<file path="config.mk">
export PLATFORM = sky130hd
export DESIGN_NAME = ipc_change_detect
export DESIGN_NICKNAME = d
export VERILOG_FILES = /design/src/rtl/ipc_pkg.sv /design/src/rtl/ipc_rst_sync.sv /design/src/rtl/ipc_sync.sv /design/src/rtl/ipc_flags.sv /design/src/rtl/ipc_change_detect.sv
export SDC_FILE = /design/constraint.sdc
export NUM_CORES = 1
export LEC_CHECK = 0
export BUFFER_PORTS_ARGS = -buffer_cell sky130_fd_sc_hd__buf_2
export CELL_PAD_IN_SITES_DETAIL_PLACEMENT = 0
export CELL_PAD_IN_SITES_GLOBAL_PLACEMENT = 1
export CORE_UTILIZATION = 39
export DETAILED_ROUTE_END_ITERATION = 8
export HOLD_SLACK_MARGIN = 0.02
export PLACE_DENSITY_LB_ADDON = 0.1
export SYNTH_ARGS = -nofsm -noshare
export SYNTH_HDL_FRONTEND = slang
export SYNTH_SLANG_ARGS = --single-unit
</file>
<file path="constraint.sdc">
create_clock -name clk -period 1.5 [get_ports clk]
set_input_delay 0.225 -clock clk [delete_from_list [all_inputs] [get_ports clk]]
set_output_delay 0.225 -clock clk [all_outputs]
set_load 0.05 [all_outputs]
</file>
<file path="src/rtl/ipc_pkg.sv">
package ipc_pkg;
  localparam int unsigned IPC_PINS_DEF = 4;
  localparam int unsigned IPC_CTL_W    = 8;
  localparam int unsigned IPC_SYNC_DEF = 2;

  function automatic logic [2*IPC_PINS_DEF-1:0] ipc_pack_status(
      input logic [IPC_PINS_DEF-1:0] flags,
      input logic [IPC_PINS_DEF-1:0] levels);
    return {flags, levels};
  endfunction
endpackage

</file>
<file path="src/rtl/ipc_rst_sync.sv">
module ipc_rst_sync (
  input  logic clk,
  input  logic rst_n,
  output logic rst_n_o
);
  logic [1:0] rst_q;

  always_ff @(posedge clk or negedge rst_n) begin
    if (!rst_n) rst_q <= 2'b00;
    else        rst_q <= {rst_q[0], 1'b1};
  end

  assign rst_n_o = rst_q[1];
endmodule

</file>
<file path="src/rtl/ipc_sync.sv">
module ipc_sync #(
  parameter int unsigned WIDTH  = 4,
  parameter int unsigned STAGES = 2
) (
  input  logic             clk,
  input  logic             rst_n,
  input  logic [WIDTH-1:0] d_i,
  output logic [WIDTH-1:0] q_o
);
  localparam int unsigned LAST = STAGES - 1;

  for (genvar g = 0; g < WIDTH; g++) begin : g_bit
    logic [STAGES-1:0] chain_q;
    logic [STAGES-1:0] chain_d;

    always_comb chain_d = {chain_q[STAGES-2:0], d_i[g]};

    always_ff @(posedge clk or negedge rst_n) begin
      if (!rst_n) chain_q <= '0;
      else        chain_q <= chain_d;
    end

    assign q_o[g] = chain_q[LAST];
  end
endmodule

</file>
<file path="src/rtl/ipc_flags.sv">
module ipc_flags #(
  parameter int unsigned WIDTH = 4
) (
  input  logic             clk,
  input  logic             rst_n,
  input  logic [WIDTH-1:0] level_i,
  input  logic             rd_i,
  output logic [WIDTH-1:0] flag_o
);
  logic [WIDTH-1:0] prev_q;
  logic [WIDTH-1:0] edge_w;
  logic [WIDTH-1:0] flag_d;
  logic [WIDTH-1:0] flag_q;

  always_comb begin
    edge_w = level_i ^ prev_q;
    // a concurrent edge wins over the clearing read
    flag_d = edge_w | (flag_q & {WIDTH{~rd_i}});
  end

  always_ff @(posedge clk or negedge rst_n) begin
    if (!rst_n) begin
      prev_q <= '0;
      flag_q <= '0;
    end else begin
      prev_q <= level_i;
      flag_q <= flag_d;
    end
  end

  assign flag_o = flag_q;

  a_r3_edge_sets_flag: assert property (@(posedge clk) disable iff (!rst_n)
    (|edge_w) |=> ((flag_q & $past(edge_w)) == $past(edge_w)));

  a_r4_flag_sticky: assert property (@(posedge clk) disable iff (!rst_n)
    !rd_i |=> ((flag_q & $past(flag_q)) == $past(flag_q)));

  a_r4_read_clears: assert property (@(posedge clk) disable iff (!rst_n)
    rd_i |=> ((flag_q & ~$past(edge_w)) == '0));
endmodule

</file>
<file path="src/rtl/ipc_change_detect.sv">
module ipc_change_detect #(
  parameter int unsigned PINS   = ipc_pkg::IPC_PINS_DEF,
  parameter int unsigned STAGES = ipc_pkg::IPC_SYNC_DEF,
  parameter int unsigned CTL_W  = ipc_pkg::IPC_CTL_W
) (
  input  logic              clk,
  input  logic              rst_n,
  input  logic [PINS-1:0]   pin_i,
  input  logic              ctl_wr_i,
  input  logic [CTL_W-1:0]  ctl_wdata_i,
  input  logic              stat_rd_i,
  output logic [2*PINS-1:0] stat_o,
  output logic              irq_o
);
  logic            rst_int_n;
  logic [PINS-1:0] level_w;
  logic [PINS-1:0] flag_w;
  logic [PINS-1:0] en_q;
  logic [PINS-1:0] en_d;

  ipc_rst_sync u_rst (
    .clk     (clk),
    .rst_n   (rst_n),
    .rst_n_o (rst_int_n)
  );

  ipc_sync #(.WIDTH(PINS), .STAGES(STAGES)) u_sync (
    .clk   (clk),
    .rst_n (rst_int_n),
    .d_i   (pin_i),
    .q_o   (level_w)
  );

  ipc_flags #(.WIDTH(PINS)) u_flags (
    .clk     (clk),
    .rst_n   (rst_int_n),
    .level_i (level_w),
    .rd_i    (stat_rd_i),
    .flag_o  (flag_w)
  );

  always_comb begin
    en_d = en_q;
    if (ctl_wr_i) en_d = ctl_wdata_i[PINS-1:0];
  end

  always_ff @(posedge clk or negedge rst_int_n) begin
    if (!rst_int_n) en_q <= '0;
    else            en_q <= en_d;
  end

  assign stat_o = {flag_w, level_w};
  assign irq_o  = |(flag_w & en_q);

  a_r6_enable_holds: assert property (@(posedge clk) disable iff (!rst_int_n)
    !ctl_wr_i |=> $stable(en_q));

  a_r7_irq_needs_enable: assert property (@(posedge clk) disable iff (!rst_int_n)
    irq_o |-> (|en_q));

  a_r7_irq_needs_flag: assert property (@(posedge clk) disable iff (!rst_int_n)
    irq_o |-> (|stat_o[2*PINS-1:PINS]));
endmodule

</file>
After elaboration in Yosys (flattened, before gate mapping)

Index checks and enable logic that the tools add are counted.

Input port bits: 16
Logic and storage cells: 14
Bits in registers: 22
Output and inout bits: 9

Bitwise operators: 5
Reduce and logical (&&, ||, !) cells: 1

Operators with widths:

| operator         | count |
|---|---|
| $and A4 B4 Y4    | 2 |
| $or A4 B4 Y4     | 1 |
| $reduce_or A4 Y1 | 1 |
| $xor A4 B4 Y4    | 1 |
| $not A1 Y1       | 1 |

Longest topological paths before layout

Word-level depth: 3
Depth in mapped cells: 2
Mapped depth without buffers: 2

Modules after synthesis

A second synthesis with hierarchy kept.

Cells, all modules: 46
Area, all modules: 718.2 um2

Modules (own cells, without submodules):

| module            | seq. area each (um2) | cells an instance | area each (um2) | times used |
|---|---|---|---|---|
| ipc_flags         | 200.2                | 20                | 270.3           | 1 |
| ipc_sync          | 200.2                | 12                | 230.2           | 1 |
| ipc_change_detect | 100.1                | 11                | 163.9           | 1 |
| ipc_rst_sync      | 50.0                 | 3                 | 53.8            | 1 |

Worst setup path after synthesis

Ideal clock, no wire load.

Kind: register to output
From: register u_flags.flag_q[0] (netlist: u_flags.flag_o[0])
To: output port irq_o
Arrival time: 1155 ps
Slack: 120 ps
Required time: 1275 ps
Buffers on the path: 0
Cell stages (with the launch flop): 3
Cells stage by stage: dfrtp_1 > a22oi_1 > nand2_1

Longest elaborated chain between the ends: 2

RTL lines:

| what                   | RTL line                | text |
|---|---|---|
| from (decl)            | ipc_flags.sv:13         | `logic [WIDTH-1:0] flag_q;` |
| from (signal assigned) | ipc_flags.sv:27         | `flag_q <= flag_d;` |
| $and A4 B4 Y4          | ipc_change_detect.sv:53 | `assign irq_o = \|(flag_w & en_q);` |
| $reduce_or A4 Y1       | ipc_change_detect.sv:53 |  |
| to (decl)              | ipc_change_detect.sv:13 | `output logic irq_o` |

No other way between the ends.

Worst setup path in the final report

From: register u_flags.flag_q[2] (netlist: u_flags.flag_o[2])
To: output port irq_o

The elaborated chain is that of the path after synthesis.

==> results.cfg <==
[grt]
antenna_found_initial = 0
grt_max_degree = 12
grt_pass1_wl_mm = 1.311
grt_pass1_vias = 320
grt_use_met2_pct = 13.53
use_met3_pct = 2.400
grt-ovfl-total = 0
grt.busiest_layer = met2
track_usage_pct = 9.758
met1_usage_pct = 13.32

[drt]
drtAntennaViolNets = 0
drt-initial-drc-count = 4
viasPerCell = 4.135
drt-total-wl_um = 911
drtPass1Iterations = 4
drc = 0
wl_per_cell_um = 9.490
vias = 397

[worst_setup_path]
criticalPathCategory = reg2out
cp_top_family = flip-flops
startpoint = u_flags.flag_o[2]$_DFF_PN0_
crit_fanout = 3
r2r-start = en_q[2]$_DFFE_PN0P_
slowest_stage = dfrtp_1
crit_required_ps = 1270
end_kind = output port
crit_chain = a22oi_1 > nand2_1 > buf_2
path_buf_inv = 1
crit_path_max_incr_delay_ps = 410
cp-start-kind = flop
crit_arrival_ps = 1170

[timing]
hold_viol_final = 0
fin_ws_ps = 102.7
timing.final.max_slew_violations = 0
fmax_mhz = 715.6
finalCritPeriodShare_pct = 93.16
tns_ps = 0
fin_crit_ps = 1397
skew_ps = 9.470
rsz0062_at_grt = no
setup_viol = 0

[die]
die_area_um2 = 2017
core_region_area_um2 = 1727
die_width_um = 44.91
ios = 25
start_util_pct = 41.59
die_y_um = 44.91
rows = 15

[clock_tree]
cts_sinks = 22
postCtsSetupBuffers = 0
clk_pin_slew_ps = 110
cts_hold_buf = 4
cts_resized = 0
cts_made_buffers = 3
clock_latency_ps = 300
h-tree-depth = 1
cts_buffer_depth = 2
cts_tree = built
cts_root_buffer = clkbuf_4

[power_and_ir_drop]
power.static_leakage_nw = 0.4355
power_density_nw_per_um2 = 1206
peakVddDrop_uv = 625.9

[hold_path]
hold_start = stat_rd_i
hold_class = in2reg

[placed_design]
gp_congestion = 0.5965
port_buffers = 20
hpwl_um = 649.8
post-place-ws_ps = 439.4

[layout]
drive_gt1_share_pct = 33.80
area_growth_pct = 25.26
nFillCells = 176
design.final.nets = 89
diodes = 0

[logic_synthesis]
yosys.area.top_type_share_pct = 76.66
netlist_area_um2 = 718.2
ys_ff_latch = 22
yosys.cell_types.count = 9
syn_nets = 62
syn_area_per_cell_um2 = 15.61
synthTopCellsByArea = dfrtp_1 77%, mux2_1 6.3%, xnor2_1 4.9%
ys_seq_area_share_pct = 76.66
synth_area_leader_cell = dfrtp_1
synth_cells = 46
ys.warnings.count = 0

[flow_run]
maxCapViolations = 0

[outcome]
status = finished clean
-- sequential cells by signal, summed over array words and instances, names as in the netlist --
signal / flops
u_rst.rst_q: 2
u_sync.g_bit.chain_q: 8
u_flags.flag_o: 4
en_q: 4
u_flags.prev_q: 4
-- power by group --
| group | leakage [nW] | switching [mW] | internal, mW | total [mW] |
|---|---|---|---|---|
| sequential | 0.253 | 0.0262 | 0.634 | 0.661 |
| clock | 0.0138 | 0.159 | 0.0934 | 0.252 |
| combinational | 0.169 | 0.113 | 0.0580 | 0.171 |
-- placed cells by master, fill, tap and decap left out --
cell type / instances
buf_4: 1
o21ai_1: 4
dfrtp_1: 22
inv_1: 4
xnor2_1: 4
a22oi_1: 2
nand2_1: 1
mux2_1: 4
dlygate4sd3_1: 5
conb_1: 1
buf_2: 20
clkbuf_4: 3
-- per-layer routing --
layer | share of wire, % | routed length, um
met1 | 49 | 442
met2 | 46 | 416
met3 | 5.3 | 48
met4 | 0.44 | 4
met5 | 0 | 0
-- path summary, 6_finish.rpt --
kind	endpoint	slack [ps]	depth (start not counted)
setup / recovery	irq_o	100	3
hold / removal	u_flags.flag_o[2]$_DFF_PN0_	140	2
setup reg to reg	en_q[2]$_DFFE_PN0P_	730	1
hold reg to reg	u_sync.g_bit[2].chain_q[1]$_DFF_PN0_	160	0
max in group asynchronous	en_q[0]$_DFFE_PN0P_	840	1
min in group asynchronous	u_sync.g_bit[2].chain_q[1]$_DFF_PN0_	160	0
-- final cells by class --
| cell class | count | area, um^2 | area share, % |
|---|---|---|---|
| Sequential cell | 22 | 550.5 | 61.20 |
| Timing Repair Buffer | 26 | 157.7 | 17.52 |
| Multi-Input combinational cell | 16 | 122.6 | 13.63 |
| Tap cell | 25 | 31.28 | 3.477 |
| Clock buffer | 3 | 22.52 | 2.503 |
| Inverter | 4 | 15.01 | 1.669 |
-- Yosys cell counts --
master	number
dfrtp_1	22
buf_4	4
inv_1	4
mux2_1	4
o21ai_1	4
xnor2_1	4
a22oi_1	2
conb_1	1
nand2_1	1
-- metrics by stage --
stage                     hold WS (ps)  cell area [um^2]  power (mW)  utilization, %  std cells
final                            135.5             899.6       1.085           52.10         96
after global routing             131.7             899.6       1.135           52.10         96
after CTS                        20.28             889.6       1.095           51.52         95
after detailed placement         11.41             827.0      0.8367           47.90         88
after global placement           11.56             827.0      0.8345           47.90         88
after floorplan                 -70.59             718.2      0.7936               -         46
-- cell families (layout without fill, tap and decap cells) --
group,after synthesis,in the layout,share of synthesized area [%]
buffers and inverters,8,33,6.271
and+or+nand+nor,1,1,0.5221
other,1,1,0.5221
muxes,4,4,6.271
AOI/OAI and AO/OA,6,6,4.878
DFF,22,22,76.66
xor gates and xnor gates,4,4,4.878
(Power assumes the default switching activity.)
